`config.mk`:
```
export PLATFORM = sky130hd
export DESIGN_NAME = sai_tx_path
export DESIGN_NICKNAME = d
export VERILOG_FILES = /design/src/rtl/sai_tx_pkg.sv /design/src/rtl/sai_tx_fifo.sv /design/src/rtl/sai_tx_shifter.sv /design/src/rtl/sai_tx_flags.sv /design/src/rtl/sai_tx_path.sv
export SDC_FILE = /design/constraint.sdc
export NUM_CORES = 1
export LEC_CHECK = 0
export ABC_CLOCK_PERIOD_IN_PS = 5000
export CORE_AREA = 2 2 103 105
export CTS_CLUSTER_DIAMETER = 100
export CTS_CLUSTER_SIZE = 24
export DETAILED_ROUTE_END_ITERATION = 8
export DIE_AREA = 0 0 105 107
export PLACE_DENSITY_LB_ADDON = 0.05
export RECOVER_POWER = 25
export SYNTH_ARGS = -nofsm -noshare
export SYNTH_HDL_FRONTEND = slang
export SYNTH_HIERARCHICAL = 1
export SYNTH_SLANG_ARGS = --single-unit
export TNS_END_PERCENT = 5
```
`constraint.sdc`:
```
create_clock -name clk -period 5 [get_ports clk]
set_input_delay 0.5 -clock clk [delete_from_list [all_inputs] [get_ports clk]]
set_output_delay 0.5 -clock clk [all_outputs]
set_load 0.01 [all_outputs]
```
`src/rtl/sai_tx_pkg.sv`:
```
package sai_tx_pkg;
  localparam int unsigned SAI_WORD_W = 8;
  localparam int unsigned SAI_DEPTH  = 8;

  typedef enum logic {
    SRC_HOLD = 1'b0,
    SRC_FIFO = 1'b1
  } irq_src_e;
endpackage

```
`src/rtl/sai_tx_fifo.sv`:
```
module sai_tx_fifo #(
  parameter int unsigned W     = 8,
  parameter int unsigned DEPTH = 8,
  localparam int unsigned AW   = (DEPTH > 1) ? $clog2(DEPTH) : 1,
  localparam int unsigned CW   = $clog2(DEPTH + 1)
) (
  input  logic          clk,
  input  logic          rst_n,
  input  logic          push,
  input  logic [W-1:0]  push_data,
  input  logic          pop,
  output logic [W-1:0]  head,
  output logic [CW-1:0] level
);
  logic [W-1:0]  mem [DEPTH];
  logic [AW-1:0] wp_q, wp_d, rp_q, rp_d;
  logic [CW-1:0] lvl_q, lvl_d;

  function automatic logic [AW-1:0] bump(input logic [AW-1:0] p);
    return (p == AW'(DEPTH - 1)) ? '0 : p + AW'(1);
  endfunction

  always_comb begin
    wp_d  = wp_q;
    rp_d  = rp_q;
    lvl_d = lvl_q;
    if (push) wp_d = bump(wp_q);
    if (pop)  rp_d = bump(rp_q);
    case ({push, pop})
      2'b10:   lvl_d = lvl_q + CW'(1);
      2'b01:   lvl_d = lvl_q - CW'(1);
      default: lvl_d = lvl_q;
    endcase
  end

  always_ff @(posedge clk or negedge rst_n) begin
    if (!rst_n) begin
      wp_q  <= '0;
      rp_q  <= '0;
      lvl_q <= '0;
    end else begin
      wp_q  <= wp_d;
      rp_q  <= rp_d;
      lvl_q <= lvl_d;
    end
  end

  always_ff @(posedge clk) begin
    if (push) mem[wp_q] <= push_data;
  end

  assign head  = mem[rp_q];
  assign level = lvl_q;
endmodule

```
`src/rtl/sai_tx_shifter.sv`:
```
module sai_tx_shifter #(
  parameter int unsigned W = 8,
  localparam int unsigned NW = $clog2(W + 1)
) (
  input  logic         clk,
  input  logic         rst_n,
  input  logic         active,
  input  logic         start,
  input  logic         bit_tick,
  input  logic [W-1:0] word,
  output logic         sdata,
  output logic         oe
);
  logic [W-1:0]  sh_q, sh_d;
  logic [NW-1:0] cnt_q, cnt_d;
  logic          oe_q, oe_d;

  always_comb begin
    sh_d  = sh_q;
    cnt_d = cnt_q;
    oe_d  = oe_q;
    if (!active) begin
      oe_d = 1'b0;
    end else if (start) begin
      sh_d  = word;
      cnt_d = NW'(W - 1);
      oe_d  = 1'b1;
    end else if (bit_tick && oe_q) begin
      if (cnt_q == '0) begin
        oe_d = 1'b0;
      end else begin
        sh_d  = sh_q << 1;
        cnt_d = cnt_q - NW'(1);
      end
    end
  end

  always_ff @(posedge clk or negedge rst_n) begin
    if (!rst_n) begin
      sh_q  <= '0;
      cnt_q <= '0;
      oe_q  <= 1'b0;
    end else begin
      sh_q  <= sh_d;
      cnt_q <= cnt_d;
      oe_q  <= oe_d;
    end
  end

  assign oe    = oe_q;
  assign sdata = oe_q & sh_q[W-1];
endmodule

```
`src/rtl/sai_tx_flags.sv`:
```
module sai_tx_flags #(
  parameter int unsigned CW = 4
) (
  input  logic          clk,
  input  logic          rst_n,
  input  logic [CW-1:0] level,
  input  logic [CW-1:0] thresh,
  input  logic          fifo_en,
  input  logic          tx_ie,
  input  logic          hold_ie,
  input  logic          fifo_ie,
  input  logic          starve,
  input  logic          host_wr,
  output logic          hold_empty,
  output logic          fifo_low,
  output logic          underrun,
  output logic          irq
);
  import sai_tx_pkg::*;

  logic     ur_q, ur_d;
  irq_src_e src;

  always_comb begin
    ur_d = ur_q;
    if (host_wr) ur_d = 1'b0;
    if (starve)  ur_d = 1'b1;
  end

  always_ff @(posedge clk or negedge rst_n) begin
    if (!rst_n) ur_q <= 1'b0;
    else        ur_q <= ur_d;
  end

  assign hold_empty = (level == '0);
  assign fifo_low   = (level <= thresh);
  assign src        = fifo_en ? SRC_FIFO : SRC_HOLD;

  always_comb begin
    case (src)
      SRC_FIFO: irq = tx_ie & fifo_ie & fifo_low;
      default:  irq = tx_ie & hold_ie & hold_empty;
    endcase
  end

  assign underrun = ur_q;
endmodule

```
`src/rtl/sai_tx_path.sv`:
```
module sai_tx_path #(
  parameter int unsigned W     = sai_tx_pkg::SAI_WORD_W,
  parameter int unsigned DEPTH = sai_tx_pkg::SAI_DEPTH,
  localparam int unsigned CW   = $clog2(DEPTH + 1)
) (
  input  logic          clk,
  input  logic          rst_n,
  input  logic          en,
  input  logic          tx_en,
  input  logic          fifo_en,
  input  logic          tx_ie,
  input  logic          hold_ie,
  input  logic          fifo_ie,
  input  logic [CW-1:0] thresh,
  input  logic          wr_valid,
  input  logic [W-1:0]  wr_data,
  input  logic          bit_tick,
  input  logic          fsync,
  output logic          sdata_o,
  output logic          sdata_oe,
  output logic [CW-1:0] fifo_level,
  output logic          hold_empty,
  output logic          fifo_low,
  output logic          underrun,
  output logic          irq
);
  logic          active, start, have, accept, pop;
  logic [CW-1:0] cap, level;
  logic [W-1:0]  head, word, last_q, last_d;

  assign active = en & tx_en;
  assign start  = active & bit_tick & fsync;
  assign have   = (level != '0);
  assign pop    = start & have;
  assign cap    = fifo_en ? CW'(DEPTH) : CW'(1);
  assign accept = wr_valid & (level < cap);
  assign word   = have ? head : last_q;

  always_comb begin
    last_d = last_q;
    if (start) last_d = word;
  end

  always_ff @(posedge clk or negedge rst_n) begin
    if (!rst_n) last_q <= '0;
    else        last_q <= last_d;
  end

  sai_tx_fifo #(.W(W), .DEPTH(DEPTH)) u_fifo (
    .clk       (clk),
    .rst_n     (rst_n),
    .push      (accept),
    .push_data (wr_data),
    .pop       (pop),
    .head      (head),
    .level     (level)
  );

  sai_tx_shifter #(.W(W)) u_shift (
    .clk      (clk),
    .rst_n    (rst_n),
    .active   (active),
    .start    (start),
    .bit_tick (bit_tick),
    .word     (word),
    .sdata    (sdata_o),
    .oe       (sdata_oe)
  );

  sai_tx_flags #(.CW(CW)) u_flags (
    .clk        (clk),
    .rst_n      (rst_n),
    .level      (level),
    .thresh     (thresh),
    .fifo_en    (fifo_en),
    .tx_ie      (tx_ie),
    .hold_ie    (hold_ie),
    .fifo_ie    (fifo_ie),
    .starve     (start & ~have),
    .host_wr    (wr_valid),
    .hold_empty (hold_empty),
    .fifo_low   (fifo_low),
    .underrun   (underrun),
    .irq        (irq)
  );

  assign fifo_level = level;
endmodule

```
==> results of run 1 <==
[cells in the final DEF (no fill, tap or decap), types with 2 or more instances in the layout]
| cell type | synthesis | final |
|---|---|---|
| edfxtp_1 | 64 | 64 |
| dfrtp_1 | 32 | 32 |
| clkdlybuf4s50_1 | 0 | 28 |
| mux2_2 | 22 | 22 |
| nor2_1 | 16 | 16 |
| inv_1 | 13 | 13 |
| ha_1 | 13 | 13 |
| clkbuf_8 | 0 | 9 |
| mux4_1 | 8 | 8 |
| mux4_2 | 8 | 8 |
| mux2_4 | 8 | 8 |
| nor4_1 | 7 | 7 |
| nand2_1 | 6 | 6 |
| o22ai_1 | 6 | 6 |
| a211oi_1 | 5 | 5 |
| dlygate4sd3_1 | 0 | 4 |
| xor2_1 | 4 | 4 |
| nand2b_1 | 4 | 4 |
| nand4_1 | 3 | 3 |
| inv_8 | 0 | 3 |
| nor3_1 | 3 | 3 |
| nor2b_1 | 3 | 3 |
| buf_4 | 0 | 3 |
| nor4_4 | 2 | 2 |
| and2_1 | 2 | 2 |
| clkinvlp_4 | 0 | 2 |
| a21oi_1 | 2 | 2 |
| a211oi_2 | 2 | 2 |
| a311oi_2 | 2 | 2 |
| and3_1 | 2 | 2 |
| nor4b_1 | 2 | 2 |
[worst max path at each step]
stage,endpoint,slack [ns]
6_report,irq,2.10
5_1_grt,u_fifo/level[2],1.85
4_1_cts,u_fifo/level[2],2.05
3_5_place_dp,u_fifo/mem[0][6],1.85
3_3_place_gp,u_fifo/mem[0][5],1.86
2_1_floorplan,u_fifo/level[2],2.46
[layout make-up]
type,instances,share of cell area (%)
clock buffer,9,2.44
clock inverter,7,1.23
inverter,13,0.960
multi-input combinational,156,31.7
sequential,96,53.6
tap,136,3.35
timing repair buffer,36,6.82
[state kept, by name, summed over array words and instances, names as in the netlist]
register          count
u_fifo/mem           64
last_q                8
u_shift/sh_q          8
u_fifo/level          4
u_shift/cnt_q         4
u_fifo/rp_q           3
u_fifo/wp_q           3
u_flags/underrun      1
u_shift/oe            1
[cell usage after synthesis (all sizes together), types with 2 or more instances]
cell type   n  area share (%)
nand2b      4            0.56
o21ai       2            0.31
nor4b       2            0.39
clkbuf      4            0.34
a311oi      2            0.67
nand3       2            0.51
nand2       6            0.51
nor2       17             1.6
edfxtp     64              43
mux2       30             8.3
nor4        9             1.9
nor2b       3            0.42
buf         6             1.3
dfrtp      32              18
and2        3            0.45
xor2        4            0.79
o22ai       6            0.84
ha         13             3.7
nand4       3            0.42
nor3        3            0.34
a21oi       2            0.22
inv        13             1.1
mux4       16             8.8
a211oi      7             1.4
and3        2            0.28
[report_power, final]
part | total, uW | switching (uW) | internal, uW | leakage [uW]
combinational | 767 | 311 | 456 | 0.000800
sequential | 1140 | 155 | 985 | 0.000973
clock | 479 | 287 | 191 | 0.0000912
total | 2390 | 753 | 1630 | 0.00186
[cells by family (layout without fill, tap and decap cells)]
kind of cell	after synthesis	count (layout)	synth area share [%]
XOR/XNOR	5	5	0.983
AO/OA/AOI/OAI	33	33	6.18
AND/OR/NAND/NOR	59	59	8.29
flip-flops	96	96	61.1
buffers and inverters	23	65	2.73
adder cells (fa/ha/maj)	13	13	3.65
multiplexers	46	46	17.0
[per-layer routing]
| layer | share of wire (%) | up-vias |
|---|---|---|
| li1 | - | 1165 |
| met1 | 46 | 1233 |
| met2 | 49 | 42 |
| met3 | 3.9 | 6 |
| met4 | 1.0 | 0 |
| met5 | 0 | - |
[per-stage QoR]
step / total power [uW] / setup WS [ns]
4_1_cts: 2430 / 2.05
6_report: 2390 / 2.10
3_3_place_gp: 1930 / 1.86
3_5_place_dp: 1950 / 1.85
2_1_floorplan: 1720 / 2.46
5_1_grt: 2540 / 1.85
==> metrics.txt, run 1 <==
Max VDD drop=about 0.17 mV; P_leak=approximately 0.0019 uW; Clk Latency, worst-skew pair=roughly 0.35 ns; fraction of final layout cells sized beyond drive strength 1=a little over a fifth; Post-Route WL=7.89 mm; met1 Usage GRT=18.9%; Avg WL per Cell=about 17 microns; row count=37; Achievable Freq=345 MHz; final setup TNS=0 ns; CTS Root Cell=clkbuf_8; clock sink count=96; Critical Path Stages=6; Die ar.=about 11000 sq um; largest net degree at the start of global routing=33; number of hold violations in the final report=0; Reg2Reg Capture Point=u_fifo/level[2]; Hold Crit Class=reg2reg; family with the most delay on the worst path=flip-flops; Critical Path Start=u_fifo/level[2]; DP Cell Count=approximately 440; Syn Inst Count=about 280; Boundary Pins=33; drt drc=0; Hold Path Depth=1; Final setup viols=0; Post-DP HPWL=5.25 mm; worst setup path category=reg2out; unrepaired setup endpoints after global routing=no; PwrDens=469 nW/um^2; H-Tree Depth=3; TritonCTS buffer count=9; Slew HR=-22.5%; Initial Utilization=44.1%; Pins Over Slew Limit=33; Layout area overhead=14.2%; nets=348; # port buffers=32; Avg Cell Area, Syn=16.2 sq um; reg-to-reg setup timing slack=2.12 ns; Min Clock Period, post-route=2.90 ns; worst-path fanout max=9; worst path bufs/invs=1; clk slew on worst S/H paths=0.10 ns; GRT met2 Usage=between 20% and 30%; pin slew with the least headroom to its limit=1.84 ns; hold_buf cts=0; Final Non-Filler Cells=453; crit-path cells=ha_1 > a211oi_2 > o21ai_2 > o221ai_2 > a41o_1 > clkdlybuf4s50_1; crit end category=primary output; Yosys reg bits=96; Post-synth EDFFs=between 60 and 70; TritonCTS clock tree=yes; die height=107 microns; # fillers=between 900 and 1000; status=finished with violations; final worst path period share=between 50% and 60%; vias in the first global route=roughly 2400; syn_nets=a little over 300; Seq/Total Area, Yosys=61.1%; GRT met3 Usage=3.47%; Core Area=10100 sq um; Most Crowded Layer GR=met2; gpl congestion=0.735; Startpoint Class=flip-flop; asr flop ratio synth=33.3%; gr ovfl total=0; worst hold start=u_flags/underrun; Final Cell Area=around 5000 sq um; synth unique cells=55; # resized after CTS=0; n_diodes=0; multi-input logic area=about 1600 sq um; first-pass GRT wire length=roughly 13 mm; setup bufs post-CTS=0; r2r worst-path depth=9; Seq. cell area=approximately 2700 sq um; failing checks=capacitance limit, slew limit; Total GRT Usage=15.0%; Yosys Warn Count=6; worst clock skew=between 0.01 and 0.015 ns; CP required=around 4.5 ns; DRT antenna net count=0; CTS Buffer Depth=2; Crit-path slowest cell=dfrtp_1; WHS Endpoint=u_flags/underrun; placed cell area=a little under 5000 sq um; antenna violations before repair=0; Arr. time, crit path=between 2 and 2.5 ns; Via density=5.40; post-layout util=50.4%; maxcap violations=1; drt pass-1 iters=4; via count=between 2000 and 2500; Die X=105 microns; largest stage delay on the critical path=0.62 ns; Mapped Area=~4500 sq um; worst hold slack=between 0.4 and 0.5 ns; FF-to-FF Start=u_fifo/level[1]; Synth Flop Type=edfxtp_1; DRT iter0 DRCs=112
(Power assumes the default switching activity.)
==> run 2, diff against run 1 <==
--- a/config.mk
+++ b/config.mk
@@ -5,7 +5,7 @@
 export SDC_FILE = /design/constraint.sdc
 export NUM_CORES = 1
 export LEC_CHECK = 0
-export ABC_CLOCK_PERIOD_IN_PS = 5000
+export ABC_CLOCK_PERIOD_IN_PS = 2500
 export CORE_AREA = 2 2 103 105
 export CTS_CLUSTER_DIAMETER = 100
 export CTS_CLUSTER_SIZE = 24
==> constraint.sdc (replaced) <==
create_clock -name clk -period 2.5 [get_ports clk]
set_input_delay 0.25 -clock clk [delete_from_list [all_inputs] [get_ports clk]]
set_output_delay 0.25 -clock clk [all_outputs]
set_load 0.01 [all_outputs]
==> run 2 against run 1 <==
  * Wire length increased by 2.6%
  * The run still ends with capacitance limit, slew limit left
  * Critical endpoint is now fifo_low
  * Non-clock buffer count increased by 24
  * Cell count increased by 5.3%
  * Design area increased by 4.4%
==> metrics.txt, run 2 (synthesized netlist as in run 1, its figures left out) <==
status=finished with violations; failing checks=capacitance limit, slew limit; Core Area=10100 sq um (unchanged); largest reg by FF count=u_fifo/mem; Final setup viols=0 (unchanged); Crit-path slowest cell=clkdlybuf4s50_1; crit end category=primary output; largest net degree at the start of global routing=33 (unchanged); gr ovfl total=0 (unchanged); # port buffers=32 (unchanged); unrepaired setup endpoints after global routing=no; PwrDens=952 nW/um^2 (+100%); Max VDD drop=0.482 mV (+190%); die height=107 microns (unchanged); Pwr Total=5050 uW (+110%); Post-Route WL=8.10 mm (+2.6%); DP Cell Count=461 (+5.5%); clock sink count=96 (unchanged); max reg flops=64 (unchanged); TritonCTS buffer count=9 (unchanged); Critical Path Start=u_fifo/level[1]; worst-path fanout max=9 (unchanged); TritonCTS clock tree=yes; Post-DP HPWL=5.45 mm (+3.9%); Clk Latency, worst-skew pair=0.36 ns (about the same); Slew HR=-20.8% (+1.8 points); worst setup path category=reg2out; DRT antenna net count=0 (unchanged); CP Capture Point=fifo_low; most frequent cells in the layout=64 x edfxtp_1, 30 x dfrtp_1, 27 x clkdlybuf4s50_1; family with the most delay on the worst path=buffers and inverters; Startpoint Class=flip-flop; FF-to-FF Start=u_fifo/level[3]; Layout area overhead=19.2%; Initial Utilization=44.1% (unchanged); Hold Crit Class=reg2reg; fraction of final layout cells sized beyond drive strength 1=27.9% (+6.1 points); n_diodes=0 (unchanged); CTS Buffer Depth=2 (unchanged); gpl congestion=0.745 (+1.3%); final setup TNS=0 ns (unchanged); CTS Root Cell=clkbuf_8; maxcap violations=1 (unchanged); antenna violations before repair=0 (unchanged); Die ar.=11200 sq um (unchanged); worst hold slack=0.488 ns (+0.00162 ns); Total GRT Usage=15.4% (+0.40 points); CP required=2.25 ns (-2.25 ns); reg-to-reg setup timing slack=0.23 ns (-1.89 ns); Pins Over Slew Limit=33 (unchanged); row count=37 (unchanged); most common cell after layout, fill and taps aside=edfxtp_1; worst clock skew=0.0203 ns (+0.00847 ns); drt pass-1 iters=4 (unchanged); vias in the first global route=2562 (+4.6%); Final Non-Filler Cells=477 (+5.3%); via count=2546 (+4.1%); pin slew with the least headroom to its limit=1.81 ns (-0.0265 ns); final worst path period share=between 90% and 100%; DRT iter0 DRCs=78 (-30%); Arr. time, crit path=2.08 ns (-0.32 ns); H-Tree Depth=3 (unchanged); Die X=105 microns (unchanged); clk slew on worst S/H paths=0.10 ns (about the same); r2r worst-path depth=11 (+2); Reg2Reg Capture Point=u_fifo/level[2]; Largest regs=u_fifo/mem x64, last_q x8, u_shift/sh_q x8; Min Clock Period, post-route=2.33 ns; number of hold violations in the final report=0 (unchanged); setup bufs post-CTS=0 (unchanged); drt drc=0 (unchanged); worst path bufs/invs=2 (+1); nets=372 (+6.9%); Achievable Freq=between 400 and 500 MHz; Avg WL per Cell=17.0 microns (-2.5%); Critical Path Stages=6 (unchanged); first-pass GRT wire length=13.4 mm (+4.2%); Via density=5.34 (-1.1%); P_leak=0.00201 uW (+7.9%); Boundary Pins=33 (unchanged); largest stage delay on the critical path=0.57 ns (-0.05 ns); crit-path cells=buf_4 > ha_1 > a211oi_2 > o21ai_2 > o221ai_2 > clkdlybuf4s50_1
[run 2: power by group]
part / switching (uW) / internal [uW]
logic: 736 / 1040
registers: 221 / 1970
clock network: 588 / 491
total: 1540 / 3510
[run 2: final cells by class]
cell class / instances / area, sq um
Clock buffer: 9 / 124
Timing Repair Buffer: 60 / 538
Clock inverter: 7 / 92.6
Sequential cell: 96 / 2730
Tap cell: 136 / 170
Inverter: 13 / 48.8
Multi-Input combinational cell: 156 / 1610
Fill cell: 906 / 4780
[run 2: metrics by stage]
stage,utilization [%],area (sq um),setup WS [ns]
floorplan,-,4460,0.0300
global placement,50.5,5100,-0.0255
detailed placement,50.5,5100,-0.0681
CTS,52.6,5310,0.131
global route,52.6,5310,0.0291
finish,52.6,5310,0.173
[run 2: worst register-to-register path, delay by kind of cell (launching register included)]
family / cells / cell delay, ns
compound gates: 2 / 0.19
xor+xnor: 3 / 0.45
fa+ha+maj: 3 / 0.67
buf+inv: 1 / 0.06
flops: 1 / 0.50
simple gates: 2 / 0.29
[run 2: how the worst min path moves through the flow]
stage | start | endpoint | slack [ns] | cells after the start
finish | u_flags/underrun | u_flags/underrun | 0.49 | 1
global route | last_q[3] | last_q[3] | 0.52 | 1
CTS | rst_n | u_fifo/level[0] | 0.29 | 2
detailed placement | u_flags/underrun | u_flags/underrun | 0.47 | 1
global placement | u_flags/underrun | u_flags/underrun | 0.46 | 1
floorplan | rst_n | last_q[0] | -0.05 | 0
[run 2: routing by layer]
layer  track usage [%]  share of wire (%)  vias up
li1                  -                  -     1209
met1              20.8                 49     1291
met2              25.0                 47       42
met3              4.32                3.5        4
met4              3.43               0.70        0
met5                 0                  0        -
[run 2: timing repair]
action,in CTS,in global routing
resized for setup,1,0
setup endpoints to repair,1,0
endpoints found under the hold margin,0,0
hold buffers,0,0
